<file path="config.mk">
export PLATFORM = sky130hd
export DESIGN_NAME = tapgen_ffe
export DESIGN_NICKNAME = d
export VERILOG_FILES = /design/src/rtl/tapgen_pkg.sv /design/src/rtl/tapgen_gearbox.sv /design/src/rtl/tapgen_tapline.sv /design/src/rtl/tapgen_segmux.sv /design/src/rtl/tapgen_ffe.sv
export SDC_FILE = /design/constraint.sdc
export NUM_CORES = 1
export LEC_CHECK = 0
export BUFFER_PORTS_ARGS = -buffer_cell sky130_fd_sc_hd__buf_4
export CAP_MARGIN = 20
export CORE_MARGIN = 3
export CORE_UTILIZATION = 33
export DETAILED_ROUTE_END_ITERATION = 6
export PLACE_DENSITY = 0.51
export RECOVER_POWER = 100
export SLEW_MARGIN = 5
export SYNTH_ARGS = -nofsm -noshare
export SYNTH_HDL_FRONTEND = slang
export SYNTH_SLANG_ARGS = --single-unit
</file>
<file path="constraint.sdc">
create_clock -name clk -period 5.1 [get_ports clk]
set_clock_uncertainty 0.05 [all_clocks]
set_input_delay 0.765 -clock clk [delete_from_list [all_inputs] [get_ports clk]]
set_output_delay 0.765 -clock clk [all_outputs]
set_load 0.05 [all_outputs]
</file>
<file path="src/rtl/tapgen_pkg.sv">
package tapgen_pkg;

   typedef enum logic [1:0] {
      MODE_PAM4_FS = 2'd0,
      MODE_NRZ_FS  = 2'd1,
      MODE_NRZ_HS  = 2'd2,
      MODE_NRZ_QS  = 2'd3
   } tx_mode_e;

   // log2 of the number of symbol slots one word bit occupies
   function automatic int unsigned rep_shift(tx_mode_e m);
      case (m)
         MODE_NRZ_HS: return 1;
         MODE_NRZ_QS: return 2;
         default:     return 0;
      endcase
   endfunction

   function automatic logic is_nrz(tx_mode_e m);
      return m != MODE_PAM4_FS;
   endfunction

endpackage

</file>
<file path="src/rtl/tapgen_gearbox.sv">
module tapgen_gearbox
   import tapgen_pkg::*;
#(
   parameter int unsigned WORD_W   = 40,
   parameter int unsigned BUNDLE_W = 8
) (
   input  logic                clk,
   input  logic                rst,
   input  tx_mode_e            mode_i,
   input  logic [WORD_W-1:0]   word_lsb_i,
   input  logic [WORD_W-1:0]   word_msb_i,
   output logic                word_take_o,
   output logic [BUNDLE_W-1:0] bnd_lsb_o,
   output logic [BUNDLE_W-1:0] bnd_msb_o,
   output tx_mode_e            bnd_mode_o,
   output tx_mode_e            mode_act_o
);

   localparam int unsigned BPW    = WORD_W / BUNDLE_W;
   localparam int unsigned PH_CNT = 4 * BPW;
   localparam int unsigned PH_W   = $clog2(PH_CNT);
   localparam int unsigned IDX_W  = $clog2(WORD_W);

   logic [PH_W-1:0]   ph_q;
   logic [WORD_W-1:0] wl_q, wm_q;
   tx_mode_e          mode_q;

   logic              take;
   tx_mode_e          mode_eff;
   logic [WORD_W-1:0] src_l, src_m;
   logic [PH_W-1:0]   last_ph;
   int unsigned       sh;

   always_comb begin
      take     = (ph_q == '0);
      mode_eff = take ? mode_i : mode_q;
      src_l    = take ? word_lsb_i : wl_q;
      if (take) src_m = is_nrz(mode_i) ? word_lsb_i : word_msb_i;
      else      src_m = wm_q;
      sh       = rep_shift(mode_eff);
      last_ph  = PH_W'((BPW << sh) - 1);
   end

   // one output bit per bundle position; the word bit index depends on repetition
   for (genvar j = 0; j < BUNDLE_W; j++) begin : g_bit
      logic [IDX_W-1:0] idx;
      always_comb begin
         idx          = IDX_W'(((int'(ph_q) * BUNDLE_W) + j) >> sh);
         bnd_lsb_o[j] = src_l[idx];
         bnd_msb_o[j] = src_m[idx];
      end
   end

   always_ff @(posedge clk) begin
      if (rst) begin
         ph_q   <= '0;
         wl_q   <= '0;
         wm_q   <= '0;
         mode_q <= MODE_PAM4_FS;
      end else begin
         ph_q <= (ph_q == last_ph) ? '0 : ph_q + 1'b1;
         if (take) begin
            wl_q   <= word_lsb_i;
            wm_q   <= src_m;
            mode_q <= mode_i;
         end
      end
   end

   assign word_take_o = take;
   assign bnd_mode_o  = mode_eff;
   assign mode_act_o  = mode_q;

endmodule

</file>
<file path="src/rtl/tapgen_tapline.sv">
module tapgen_tapline
   import tapgen_pkg::*;
#(
   parameter int unsigned BUNDLE_W = 8,
   parameter int unsigned TAP_SIDE = 2
) (
   input  logic                                   clk,
   input  logic                                   rst,
   input  logic [BUNDLE_W-1:0]                    bnd_i,
   input  tx_mode_e                               mode_i,
   output logic [(2*TAP_SIDE+1)*BUNDLE_W-1:0]     taps_o,
   output tx_mode_e                               mode_o
);

   localparam int unsigned NUM_TAP = 2 * TAP_SIDE + 1;
   localparam int unsigned WIN_W   = BUNDLE_W + 2 * TAP_SIDE;

   logic [BUNDLE_W-1:0] nxt_q, cur_q, prv_q;
   tx_mode_e            nxt_mode_q, cur_mode_q;
   logic [WIN_W-1:0]    win;

   always_ff @(posedge clk) begin
      if (rst) begin
         nxt_q      <= '0;
         cur_q      <= '0;
         prv_q      <= '0;
         nxt_mode_q <= MODE_PAM4_FS;
         cur_mode_q <= MODE_PAM4_FS;
      end else begin
         nxt_q      <= bnd_i;
         cur_q      <= nxt_q;
         prv_q      <= cur_q;
         nxt_mode_q <= mode_i;
         cur_mode_q <= nxt_mode_q;
      end
   end

   // window: tail of the older bundle, the current bundle, head of the newer one
   assign win = {nxt_q[TAP_SIDE-1:0], cur_q, prv_q[BUNDLE_W-1 -: TAP_SIDE]};

   for (genvar c = 0; c < NUM_TAP; c++) begin : g_tap
      assign taps_o[c*BUNDLE_W +: BUNDLE_W] = win[c +: BUNDLE_W];
   end

   assign mode_o = cur_mode_q;

endmodule

</file>
<file path="src/rtl/tapgen_segmux.sv">
module tapgen_segmux
   import tapgen_pkg::*;
#(
   parameter int unsigned BUNDLE_W = 8,
   parameter int unsigned TAP_SIDE = 2,
   parameter int unsigned NUM_SEG  = 4
) (
   input  logic                                       clk,
   input  logic                                       rst,
   input  logic [(2*TAP_SIDE+1)*BUNDLE_W-1:0]         taps_i,
   input  tx_mode_e                                   mode_i,
   input  logic [NUM_SEG*$clog2(2*TAP_SIDE+1)-1:0]    sel_i,
   input  logic [NUM_SEG-1:0]                         pol_i,
   output logic [NUM_SEG*BUNDLE_W-1:0]                seg_o
);

   localparam int unsigned NUM_TAP = 2 * TAP_SIDE + 1;
   localparam int unsigned SEL_W   = $clog2(NUM_TAP);
   localparam logic [SEL_W-1:0] CENTER = SEL_W'(TAP_SIDE);
   localparam logic [SEL_W-1:0] LAST   = SEL_W'(NUM_TAP - 1);

   // codes between whole bits in the oversampled modes fall back to the main cursor
   function automatic logic [SEL_W-1:0] eff_sel(tx_mode_e m, logic [SEL_W-1:0] s);
      logic [SEL_W-1:0] r;
      r = (int'(s) < NUM_TAP) ? s : CENTER;
      case (m)
         MODE_NRZ_HS: if (r != '0 && r != LAST) r = CENTER;
         MODE_NRZ_QS: if (r != LAST) r = CENTER;
         default: ;
      endcase
      return r;
   endfunction

   for (genvar s = 0; s < NUM_SEG; s++) begin : g_seg
      logic [SEL_W-1:0]    code;
      logic [BUNDLE_W-1:0] pick;
      always_comb begin
         code = eff_sel(mode_i, sel_i[s*SEL_W +: SEL_W]);
         pick = taps_i[code*BUNDLE_W +: BUNDLE_W];
      end
      always_ff @(posedge clk) begin
         if (rst) seg_o[s*BUNDLE_W +: BUNDLE_W] <= '0;
         else     seg_o[s*BUNDLE_W +: BUNDLE_W] <= pol_i[s] ? ~pick : pick;
      end
   end

endmodule

</file>
<file path="src/rtl/tapgen_ffe.sv">
module tapgen_ffe
   import tapgen_pkg::*;
#(
   parameter int unsigned WORD_W   = 40,
   parameter int unsigned BUNDLE_W = 8,
   parameter int unsigned TAP_SIDE = 2,
   parameter int unsigned NUM_SEG  = 4
) (
   input  logic                                    clk,
   input  logic                                    rst,
   input  logic [1:0]                              mode_i,
   input  logic [WORD_W-1:0]                       word_lsb_i,
   input  logic [WORD_W-1:0]                       word_msb_i,
   input  logic [NUM_SEG*$clog2(2*TAP_SIDE+1)-1:0] sel_lsb_i,
   input  logic [NUM_SEG-1:0]                      pol_lsb_i,
   input  logic [NUM_SEG*$clog2(2*TAP_SIDE+1)-1:0] sel_msb_i,
   input  logic [NUM_SEG-1:0]                      pol_msb_i,
   output logic                                    word_take_o,
   output logic [NUM_SEG*BUNDLE_W-1:0]             seg_lsb_o,
   output logic [NUM_SEG*BUNDLE_W-1:0]             seg_msb_o
);

   localparam int unsigned NUM_TAP = 2 * TAP_SIDE + 1;
   localparam int unsigned TAPS_W  = NUM_TAP * BUNDLE_W;

   if (WORD_W % BUNDLE_W != 0) begin : g_bad_word
      $error("word width must be a whole number of bundles");
   end
   if (BUNDLE_W < TAP_SIDE || TAP_SIDE == 0) begin : g_bad_side
      $error("tap reach must be nonzero and fit within one bundle");
   end

   logic [BUNDLE_W-1:0] bnd_lsb, bnd_msb;
   tx_mode_e            bnd_mode, mode_act, lsb_cur_mode, msb_cur_mode;
   logic [TAPS_W-1:0]   lsb_taps, msb_taps;

   tapgen_gearbox #(.WORD_W(WORD_W), .BUNDLE_W(BUNDLE_W)) u_gear (
      .clk(clk), .rst(rst), .mode_i(tx_mode_e'(mode_i)),
      .word_lsb_i(word_lsb_i), .word_msb_i(word_msb_i),
      .word_take_o(word_take_o), .bnd_lsb_o(bnd_lsb), .bnd_msb_o(bnd_msb),
      .bnd_mode_o(bnd_mode), .mode_act_o(mode_act)
   );

   tapgen_tapline #(.BUNDLE_W(BUNDLE_W), .TAP_SIDE(TAP_SIDE)) u_line_lsb (
      .clk(clk), .rst(rst), .bnd_i(bnd_lsb), .mode_i(bnd_mode),
      .taps_o(lsb_taps), .mode_o(lsb_cur_mode)
   );

   tapgen_tapline #(.BUNDLE_W(BUNDLE_W), .TAP_SIDE(TAP_SIDE)) u_line_msb (
      .clk(clk), .rst(rst), .bnd_i(bnd_msb), .mode_i(bnd_mode),
      .taps_o(msb_taps), .mode_o(msb_cur_mode)
   );

   tapgen_segmux #(.BUNDLE_W(BUNDLE_W), .TAP_SIDE(TAP_SIDE), .NUM_SEG(NUM_SEG)) u_mux_lsb (
      .clk(clk), .rst(rst), .taps_i(lsb_taps), .mode_i(lsb_cur_mode),
      .sel_i(sel_lsb_i), .pol_i(pol_lsb_i), .seg_o(seg_lsb_o)
   );

   tapgen_segmux #(.BUNDLE_W(BUNDLE_W), .TAP_SIDE(TAP_SIDE), .NUM_SEG(NUM_SEG)) u_mux_msb (
      .clk(clk), .rst(rst), .taps_i(msb_taps), .mode_i(msb_cur_mode),
      .sel_i(sel_msb_i), .pol_i(pol_msb_i), .seg_o(seg_msb_o)
   );

endmodule

</file>
; ---- Word level (Yosys, flattened, before mapping)
; Index checks and enable logic that the tools add are counted.
[classes]
add_sub_neg = 9
shift = 17
mux = 77
n_lt_le_gt_ge = 16
n_eq_ne = 13
n_reduce_logical = 19
div = 0
n_bitwise = 8
mul = 0
[op_table]
columns = operator, n
row1 = $shiftx A40 B7 Y8, 8
row2 = $shr A32 B2 Y6, 7
row3 = $mux W40, 3
row4 = $bmux W1 S6, 16
row5 = $mux W3, 24
row6 = $mux W8, 8
row7 = $not A8 Y8, 8
row8 = $lt A6 B7 Y1 const B, 8
row9 = $pmux W3 S2, 8
row10 = $add A8 B3 Y9 const B, 4
row11 = $lt A3 B3 Y1 const B, 8
row12 = $ne A3 B3 Y1 const B, 8
row13 = $reduce_bool A3 Y1, 8
row14 = $add A8 B2 Y9 const B, 2
row15 = $mux W1, 16
row16 = $add A8 B1 Y9 const B, 1
row17 = $eq A2 B2 Y1 const B, 4
row18 = $logic_and A1 B1 Y1, 8
row19 = $shr A8 B2 Y6, 1
row20 = $add A5 B1 Y5 const B, 1
row21 = $eq A5 B5 Y1, 1
row22 = $logic_not A5 Y1, 1
row23 = $shl A3 B2 Y5 const A, 1
row24 = $sub A5 B1 Y5 const B, 1
row25 = 4 further kinds, 4
[totals]
ramBits = 0
in_bits = 116
mem_bits_ro = 0
regBits = 201
latch_bits = 0
n_memories = 0
word_cells = 178

; ---- Depth between registers and ports, before layout
; Gate-level depths: netlist of the first run.
[logic_depth]
ltp_word = 9
depth_mapped = 18
ltp_nobuf = 11

; ---- Modules after synthesis
; A second synthesis of the first run with hierarchy kept.
[hier_totals]
hier_cells = 1770
hier_area_um2 = 14601.5
[modules_own_cells]
columns = mod, cells_each, area_per_inst_um2, n_inst, seq_area_each_um2
row1 = tapgen_gearbox, 1051, 7561.0, 1, 1741.7
row2 = tapgen_segmux (u_mux_lsb), 287, 2886.5, 1, 640.6
row3 = tapgen_segmux (u_mux_msb), 280, 2422.3, 1, 640.6
row4 = tapgen_tapline, 76, 865.8, 2, 440.4

; ---- Worst setup path before layout of the first run
; Ideal clock, no wire load.
[synth_path]
path_kind = register -> register
start = register u_gear.ph_q[0]
end = register u_line_lsb.nxt_q[5]
required_ns = 4.949
setup_ns = 0.101
slack_ns = 1.215
n_path_buf = 6
stages_incl_launch_ff = 17
arrival_time_ns = 3.734
period_less_slack_ns = 3.885
cell_sequence = dfxtp_1 clkbuf_1 inv_1 clkbuf_1 ha_1 or4b_1 buf_4 inv_2 buf_4 mux2_2 nor3_1 buf_2 buf_2 nand3_1 a21oi_1 o221ai_1 o41ai_1
[synth_via]
elab_chain_len = 7
elab_cells_between_ends = 10
[synth_lines]
columns = element, line
row1 = "start, declared", tapgen_gearbox.sv:24  ; logic [PH_W-1:0] ph_q;
row2 = "start signal, assigned", tapgen_gearbox.sv:61  ; ph_q <= (ph_q == last_ph) ? '0 : ph_q + 1'b1;
row3 = $logic_not A5 Y1, tapgen_gearbox.sv:35  ; take = (ph_q == '0);
row4 = $mux W2, tapgen_gearbox.sv:36  ; mode_eff = take ? mode_i : mode_q;
row5 = $eq A2 B2 Y1, tapgen_pkg.sv:12  ; case (m)
row6 = $pmux W2 S2, tapgen_pkg.sv:12
row7 = $shr A32 B2 Y6, tapgen_gearbox.sv:48  ; idx = IDX_W'(((int'(ph_q) * BUNDLE_W) + j) >> sh);
row8 = $bmux W1 S6 (*), tapgen_gearbox.sv:49  ; bnd_lsb_o[j] = src_l[idx];
row9 = $mux W1 (not written as such) (*), tapgen_gearbox.sv:49
row10 = "end signal, assigned", tapgen_tapline.sv:30  ; nxt_q <= bnd_i;
row11 = "end, declared", tapgen_tapline.sv:18  ; logic [BUNDLE_W-1:0] nxt_q, cur_q, prv_q;
; Every way passes the cells marked *; elsewhere a longest branch is shown, timed or not. The select of a mux whose other input is x is not followed.
; A chain may end at the register's enable or synchronous reset.

; ---- Worst setup path after layout of the first run
[layout_path]
start = register u_gear.ph_q[0]
end = register u_line_lsb.nxt_q[4]
; The elaborated chain is that of the path after synthesis.

==> impl_metrics.env, run 1 <==
export IMPL_r2r_slack_ns=0.57
export IMPL_wl_per_cell_um=20.80
export IMPL_gp_congestion=0.9986
export IMPL_worstHoldStart="u_line_msb.nxt_q[7]"
export IMPL_drtAntennaViolNets=0
export IMPL_path_common_cell="mux2_1"
export IMPL_grt_pass1_vias=12200
export IMPL_drtPass1Iterations=6
export IMPL_syn_inst=1651
export IMPL_maxCapViolCount=1
export IMPL_ys_async_sr_fraction=0
export IMPL_crit_fanout=21
export IMPL_die_area_um2=41580
export IMPL_drc=0
export IMPL_hold_path_class="reg -> reg"
export IMPL_io_buffers=180
export IMPL_grt_pass1_wl_mm=73.01
export IMPL_dr_total_vias=12970
export IMPL_r2r_end="u_line_lsb.nxt_q[4]"
export IMPL_r2r_start="u_gear.ph_q[0]"
export IMPL_worst_ep_arrival_time_ns=4.87
export IMPL_worstMarginPinSlew_ns=2.719
export IMPL_drt_iter0_drc=1206
export IMPL_clockBufferDepth=2
export IMPL_clk_latency_ns=0.47
export IMPL_synth_seq_cells=189
export IMPL_min_to="u_line_msb.cur_q[7]"
export IMPL_tns_ns=0
export IMPL_status="finished, violations left"
export IMPL_final_nets=1904
export IMPL_hold_slack_ns=0.3876
export IMPL_fmax_ghz=0.2207
export IMPL_cts_max_level=4
export IMPL_syn_to_final_growth_pct=19.25
export IMPL_hold_buffers=0
export IMPL_maxSlewHeadroom=-0.8128
export IMPL_rows=71
export IMPL_clock_sinks=189
export IMPL_overflow=0
export IMPL_slew_violations=60
export IMPL_cts_resized=0
export IMPL_vias_per_cell=5.613
export IMPL_dieWidth_um=203.9
export IMPL_n_fill_cell=3963
export IMPL_antenna_found_initial=0
export IMPL_rr_worst_depth=12
export IMPL_avgSynthCellArea_um2=7.829
export IMPL_critPathMaxStageDelay_ns=0.73
export IMPL_stdcell_count=2310
export IMPL_diodes=0
export IMPL_power_frac_seq=0.307
export IMPL_yosysMostFrequentCell="nand2_1"
export IMPL_hold_viol=0
export IMPL_leakage_nw=6.317
export IMPL_synth_top_area_frac=0.2927
export IMPL_syn_nets=1769
export IMPL_drive_above_1_share=0.1718
export IMPL_peakVddDrop_v=0.0002678
export IMPL_rsz0062_at_grt="no"
export IMPL_violations="max-capacitance violations, max-slew violations"
export IMPL_crit_type="reg -> reg"
export IMPL_cts_setup_buffers=0
export IMPL_hpwlAfterDp_mm=34.73
export IMPL_total_power_mw=6.271
export IMPL_critPathLaunchType="flip-flop"
export IMPL_core_um2=38110
export IMPL_power_frac_comb=0.465
export IMPL_slowest_stage="dfxtp_1"
export IMPL_setup_viol=0
export IMPL_cts_buffers=17
export IMPL_endpoint_kind="flip-flop"
export IMPL_p_clk_frac=0.228
export IMPL_path_cells="inv_1 -> ha_1 -> or4b_2 -> clkinvlp_2 -> mux2_1 -> nor3_1 -> buf_12 -> mux2_1 -> a2bb2oi_1 -> a211oi_1 -> o31ai_1 -> o21ai_0"
export IMPL_synth_cell_types=63
export IMPL_initial_core_util=0.3392
export IMPL_utilization=0.4045
export IMPL_p_sw_frac=0.4440
export IMPL_synth_area_leaders="dfxtp_1, mux2i_1, nand2_1"
export IMPL_wirelength_mm=48.04
export IMPL_fin_crit_ns=4.531
export IMPL_cts_tree="done"
export IMPL_grtUsageTotal=0.2243
export IMPL_synth_cell_area_um2=12930
export IMPL_hold_depth=1
export IMPL_fp_dieH_um=203.9
export IMPL_synth_common_cells="nand2_1, nor2_1, dfxtp_1, mux2i_1, a21oi_1"
export IMPL_ios=181
export IMPL_root_buffer="clkbuf_16"
export IMPL_internal_power_mw=3.486
export IMPL_p_sw_mw=2.784
export IMPL_worstPathRequired_ns=5.43
export IMPL_clk_pin_slew_ns=0.08
export IMPL_yosys_area_top_type="dfxtp_1"
export IMPL_synth_edff_count=0
export IMPL_synth_flop_cell="dfxtp_1"
export IMPL_fin_crit_sh=0.8885
export IMPL_synth_seq_area_share=0.2927
export IMPL_grt_max_degree=60
export IMPL_dp_cells=2278
export IMPL_yosysWarnings=0
export IMPL_power_density_nw_per_um2=406.8
-- routing by layer --
metal,track usage,wire length [um]
met3,0.03297,3025
met1,0.3012,21270
met5,0,0
met2,0.3652,22180
met4,0.08604,1562
-- stage by stage --
stage / worst slack (ns) / instance area (um^2)
2_1_floorplan: 1.215 / 12930
3_3_place_gp: 0.9282 / 15060
3_5_place_dp: 0.9826 / 15060
4_1_cts: 0.9661 / 15670
5_1_grt: 0.3602 / 15410
6_report: 0.5685 / 15410
-- area by class of cell --
cell class              count  area, um^2  share of cell area
multi-input cells        1301        8542              0.5541
flip-flops and latches    189        3784              0.2455
clock inverters            14       170.2             0.01104
inverters                  14       53.80            0.003490
repair buffers            263        1787              0.1159
clock buffers              18       439.2             0.02849
well taps                 511       639.4             0.04148
-- flip-flops by register name, indices dropped and copies added (netlist names), 5 cells and up --
name              cells
u_line_lsb.cur_q      8
u_line_lsb.nxt_q      8
u_gear.wm_q          40
u_gear.ph_q           5
u_line_msb.cur_q      8
u_mux_lsb.seg_o      32
u_gear.wl_q          40
u_line_msb.nxt_q      8
u_mux_msb.seg_o      32
-- worst max path at each step --
stage	slack, ns	to	from	cells after the start
2_1_floorplan	1.21	u_line_lsb.nxt_q[5]	u_gear.ph_q[0]	16
3_3_place_gp	0.93	u_line_lsb.nxt_q[4]	u_gear.ph_q[0]	11
3_5_place_dp	0.98	u_line_lsb.nxt_q[4]	u_gear.ph_q[0]	11
4_1_cts	0.97	u_line_lsb.nxt_q[4]	u_gear.ph_q[0]	11
5_1_grt	0.36	u_line_lsb.nxt_q[4]	u_gear.ph_q[0]	12
6_report	0.57	u_line_lsb.nxt_q[4]	u_gear.ph_q[0]	12
-- worst max-delay path, delay by kind of cell, from the launching register on --
kind	cells	cell delay (ns)
compound gates	4	0.88
buf+inv	3	0.89
simple gates	2	0.78
fa+ha+maj	1	0.22
flops	1	0.73
mux	2	0.91
-- cells in the final DEF, fill, tap and decap left out, types with 17 or more instances in the layout --
master	instances
buf_4	191
mux2i_1	170
nand3_1	40
clkbuf_1	66
nor2b_1	65
a21oi_1	112
xor2_1	61
o21ai_0	99
a31oi_1	32
o211ai_1	28
dfxtp_1	189
nand2_1	220
clkbuf_16	17
nor2_1	218
nor3_1	22
a211oi_1	32
mux4_2	34
-- cell families after synthesis --
family,Yosys count,share of synthesized area
xor+xnor,67,0.04540
compound gates,406,0.1987
simple gates,602,0.2012
mux,224,0.2097
fa+ha+maj,2,0.001936
flops,189,0.2927
buf+inv,161,0.05033
-- power groups by stage --
stage	sequential [mW]	clock (mW)	combinational (mW)
6_report	1.92	1.43	2.92
5_1_grt	1.95	1.51	3.12
4_1_cts	1.93	1.46	2.95
3_5_place_dp	1.96	0	2.94
3_3_place_gp	1.96	0	2.94
2_1_floorplan	2.10	0	1.76
(Power assumes the default switching activity.)
==> inputs of run 2 (changes only) <==
clock period = 5.4 ns   (was 5.1 ns; I/O delays follow)
==> run 2 against run 1 <==
The flow still finishes with violations (max-capacitance violations, max-slew violations). Cell count shrank 0.65%. Fmax shrank 9.4%. Utilization fell by 0.50 points. Via count shrank 1.2%. Highest routed layer unchanged.
==> impl_metrics.env, run 2 (synthesis results as in run 1) <==
export IMPL_grtUsageTotal=0.2233
export IMPL_wl_met1_mm=20.81
export IMPL_vias_per_cell=5.583
export IMPL_fin_area_um2=15220
export IMPL_fp_dieH_um=203.9
export IMPL_cts_buffers=17
export IMPL_dp_cells=2265
export IMPL_most_common_layout_cells="nand2_1, nor2_1, dfxtp_1, buf_4, mux2i_1"
export IMPL_cts_max_level=4
export IMPL_grt_pass1_wl_mm=72.97
export IMPL_timing_critical_path_buf_inv=3
export IMPL_path_cells="inv_1 -> ha_1 -> or4b_2 -> clkbuf_2 -> mux2_1 -> a21oi_2 -> buf_4 -> mux4_2 -> a21oi_1 -> a32o_1"
export IMPL_cts_resized=0
export IMPL_hold_path_class="reg -> reg"
export IMPL_diodes=0
export IMPL_clk_pin_slew_ns=0.07
export IMPL_dieWidth_um=203.9
export IMPL_cts_tree="done"
export IMPL_final_common_cell="nand2_1"
export IMPL_leakage_nw=6.168
export IMPL_clock_sinks=189
export IMPL_antenna_found_initial=0
export IMPL_wirelength_mm=47.20
export IMPL_rsz0062_at_grt="no"
export IMPL_fin_crit_ns=4.999
export IMPL_stdcell_count=2295
export IMPL_worstPathRequired_ns=5.75
export IMPL_place_area_um2=14920
export IMPL_reg_top3="u_gear.wl_q (40), u_gear.wm_q (40)"
export IMPL_dr_total_vias=12810
export IMPL_clk_latency_ns=0.46
export IMPL_ios=181
export IMPL_final_nets=1891
export IMPL_fin_crit_sh=0.9258
export IMPL_drc=0
export IMPL_tns_ns=0
export IMPL_grt_max_degree=80
export IMPL_critPathMaxStageDelay_ns=0.73
export IMPL_die_area_um2=41580
export IMPL_grt_pass1_vias=12280
export IMPL_endpoint_kind="flip-flop"
export IMPL_maxCapViolCount=2
export IMPL_initial_core_util=0.3392
export IMPL_wl_per_cell_um=20.56
export IMPL_setup_viol=0
export IMPL_root_buffer="clkbuf_16"
export IMPL_crit_fanout=20
export IMPL_routed_wl_met3_mm=3.439
export IMPL_io_buffers=180
export IMPL_dr_wl_met2_mm=21.32
export IMPL_violations="max-capacitance violations, max-slew violations"
export IMPL_worstMarginPinSlew_ns=3.627
export IMPL_utilization=0.3995
export IMPL_maxSlewHeadroom=-1.418
export IMPL_hold_buffers=0
export IMPL_cts_setup_buffers=0
export IMPL_slew_violations=136
export IMPL_crit_family="compound AO/OA/AOI/OAI gates"
export IMPL_maxUsedRoutingLayer="met4"
export IMPL_hold_viol=0
export IMPL_fmax_ghz=0.2000
export IMPL_status="finished, violations left"
export IMPL_slowest_stage="a21oi_2"
export IMPL_critPathLaunchType="flip-flop"
export IMPL_gp_congestion=0.9698
export IMPL_hpwlAfterDp_mm=34.18
export IMPL_power_density_nw_per_um2=379.7
export IMPL_drive_above_1_share=0.1637
export IMPL_worst_ep_arrival_time_ns=5.35
export IMPL_drtAntennaViolNets=0
export IMPL_drt_iter0_drc=1390
export IMPL_hold_slack_ns=0.3957
export IMPL_syn_to_final_growth_pct=17.78
export IMPL_crit_type="reg -> reg"
export IMPL_core_um2=38110
export IMPL_peakVddDrop_v=0.0002573
export IMPL_rows=71
export IMPL_drtPass1Iterations=6
export IMPL_overflow=0
export IMPL_clockBufferDepth=2
run 2: path summary, 6_finish.rpt:
kind	start	end	slack [ns]	depth (start not counted)
min reg2reg	u_line_msb.nxt_q[5]	u_line_msb.cur_q[5]	0.40	1
max reg2reg	u_gear.ph_q[0]	u_line_lsb.nxt_q[2]	0.40	10
min	u_line_msb.nxt_q[5]	u_line_msb.cur_q[5]	0.40	1
max	u_gear.ph_q[0]	u_line_lsb.nxt_q[2]	0.40	10
run 2: final cells by class:
class / count / area (um^2)
repair buffers: 250 / 1622
clock buffers: 18 / 439.2
well taps: 511 / 639.4
clock inverters: 12 / 138.9
flip-flops and latches: 189 / 3784
inverters: 14 / 53.80
fillers: 3969 / 22890
multi-input cells: 1301 / 8548
run 2: routing by layer:
metal	GRT usage	up-vias
li1	-	6088
met1	0.3006	6041
met2	0.3574	594
met3	0.04236	89
met4	0.08161	0
met5	0	-
run 2: stage by stage:
stage,power [mW],setup WS [ns]
floorplan,3.642,1.515
global placement,4.564,0.7623
detailed placement,4.560,0.7601
CTS,5.861,0.7498
global route,6.106,0.2226
finish,5.781,0.4008
run 2: report_power, final:
group          internal, mW  switching, mW  leakage (nW)
Sequential             1.62          0.193          1.57
Clock                 0.693          0.585         0.271
Combinational         0.950           1.74          4.33
==> inputs of run 3 (changes only) <==
CELL_PAD_IN_SITES_DETAIL_PLACEMENT = 0   (was default)
CELL_PAD_IN_SITES_GLOBAL_PLACEMENT = 1   (was default)
PLACE_DENSITY = 0.65   (was 0.51)
==> run 3 against run 2 <==
The flow still finishes with violations (max-capacitance violations, max-slew violations). Count of clock-buffer cells in the layout rose by 1. Non-clock buffer count up 2. Fmax increased by 4.2%. Clock power is 3% lower. Flip-flop and latch count did not move. Combinational power is essentially flat. Hold slack improved by 0.0027 ns. Critical path depth unchanged. First-iteration DRC count down 21%. Worst setup slack gained 0.20 ns. Utilization up 0.13 points. Critical endpoint is now u_line_lsb.nxt_q[6].
==> impl_metrics.env, run 3 (synthesis results as in run 1) <==
export IMPL_status="finished, violations left"
export IMPL_violations="max-capacitance violations, max-slew violations"
export IMPL_fin_crit_ns=4.797
export IMPL_hpwlAfterDp_mm=34.30
export IMPL_tns_ns=0
export IMPL_rows=71
export IMPL_most_common_layout_cells="nand2_1, nor2_1, dfxtp_1, buf_4, mux2i_1"
export IMPL_cts_max_level=4
export IMPL_grtUsageTotal=0.2221
export IMPL_wirelength_mm=47.23
export IMPL_wl_per_cell_um=20.54
export IMPL_io_buffers=180
export IMPL_drtPass1Iterations=6
export IMPL_syn_to_final_growth_pct=18.17
export IMPL_die_area_um2=41580
export IMPL_hold_path_class="reg -> reg"
export IMPL_cts_resized=0
export IMPL_reg_top3="u_gear.wl_q (40), u_gear.wm_q (40)"
export IMPL_core_um2=38110
export IMPL_maxSlewHeadroom=-1.251
export IMPL_drive_above_1_share=0.1706
export IMPL_grt_max_degree=72
export IMPL_vias_per_cell=5.484
export IMPL_antenna_found_initial=0
export IMPL_slew_violations=72
export IMPL_gp_congestion=0.9396
export IMPL_clockBufferDepth=2
export IMPL_dp_cells=2267
export IMPL_maxCapViolCount=1
export IMPL_dieWidth_um=203.9
export IMPL_crit_type="reg -> reg"
export IMPL_cts_tree="done"
export IMPL_crit_fanout=61
export IMPL_final_common_cell="nand2_1"
export IMPL_power_density_nw_per_um2=376.4
export IMPL_initial_core_util=0.3392
export IMPL_critPathLaunchType="flip-flop"
export IMPL_setup_viol=0
export IMPL_ios=181
export IMPL_drt_iter0_drc=1100
export IMPL_leakage_nw=6.207
export IMPL_fp_dieH_um=203.9
export IMPL_worst_ep_arrival_time_ns=5.09
export IMPL_hold_buffers=0
export IMPL_worstMarginPinSlew_ns=3.377
export IMPL_fin_area_um2=15270
export IMPL_peakVddDrop_v=0.0002947
export IMPL_n_fill_cell=3985
export IMPL_grt_pass1_wl_mm=72.04
export IMPL_fmax_ghz=0.2085
export IMPL_endpoint_kind="flip-flop"
export IMPL_clk_pin_slew_ns=0.08
export IMPL_drc=0
export IMPL_overflow=0
export IMPL_cts_setup_buffers=0
export IMPL_drtAntennaViolNets=0
export IMPL_worstPathRequired_ns=5.70
export IMPL_fin_crit_sh=0.8883
export IMPL_stdcell_count=2299
export IMPL_cts_buffers=17
export IMPL_dr_total_vias=12610
export IMPL_diodes=0
export IMPL_total_power_mw=5.750
export IMPL_grt_pass1_vias=12100
export IMPL_hold_viol=0
export IMPL_clock_sinks=189
export IMPL_clk_latency_ns=0.45
export IMPL_place_area_um2=14970
export IMPL_rsz0062_at_grt="no"
export IMPL_final_nets=1893
export IMPL_r2r_slack_ns=0.60
export IMPL_root_buffer="clkbuf_16"
==> run 3: cell types whose count changed in the layout (fill, tap and decap cells not counted), moves of 3 or more <==
cell | previous run | this run
and2_1 | 6 | 9
mux2_1 | 3 | 0
inv_8 | 0 | 3
a31o_2 | 12 | 16
clkbuf_1 | 70 | 67
buf_4 | 177 | 181
and2_0 | 3 | 0
a31o_1 | 4 | 0
==> run 3: where the power goes <==
group / leakage, nW / internal, mW / switching (mW)
Combinational: 4.37 / 0.979 / 1.72
Clock: 0.271 / 0.621 / 0.618
Sequential: 1.57 / 1.62 / 0.194
Total: 6.21 / 3.22 / 2.53
==> run 3: layout make-up <==
cell class / count / area [um^2] / area share
Tap cell: 511 / 639.4 / 0.04186
Clock inverter: 13 / 118.9 / 0.007782
Timing Repair Buffer: 252 / 1677 / 0.1098
Sequential cell: 189 / 3784 / 0.2477
Inverter: 14 / 53.80 / 0.003522
Multi-Input combinational cell: 1301 / 8559 / 0.5604
Clock buffer: 19 / 442.9 / 0.02900
==> run 3: stage by stage <==
step	setup slack (ns)	utilization	hold slack, ns
after global placement	0.8659	0.3928	0.3794
after global routing	0.3417	0.4008	0.4113
after floorplan	1.515	-	0.3638
after detailed placement	0.9257	0.3928	0.3795
final	0.6033	0.4008	0.3983
after CTS	0.8933	0.4075	0.3986
==> run 3: per-layer routing <==
| metal | wire, um | global-route usage |
|---|---|---|
| met5 | 0 | 0 |
| met2 | 21910 | 0.3647 |
| met3 | 2819 | 0.04045 |
| met1 | 21200 | 0.2964 |
| met4 | 1293 | 0.07178 |
==> run 3: final timing paths <==
path | startpoint | to | depth (start not counted)
worst max-delay path | u_gear.ph_q[0] | u_line_lsb.nxt_q[6] | 10
worst min register to register | u_line_msb.nxt_q[2] | u_line_msb.cur_q[2] | 1
worst max register to register | u_gear.ph_q[0] | u_line_lsb.nxt_q[6] | 10
worst min-delay path | u_line_msb.nxt_q[2] | u_line_msb.cur_q[2] | 1
==> run 3: critical path, cell delays in order (launching register included) <==
cell        delay, ns
dfxtp_1          0.70
inv_1            0.13
ha_1             0.22
or4b_2           0.66
clkinvlp_2       0.61
buf_12           0.35
mux2i_1          0.65
mux2i_1          0.15
mux4_2           0.49
a211o_1          0.34
a32o_1           0.27
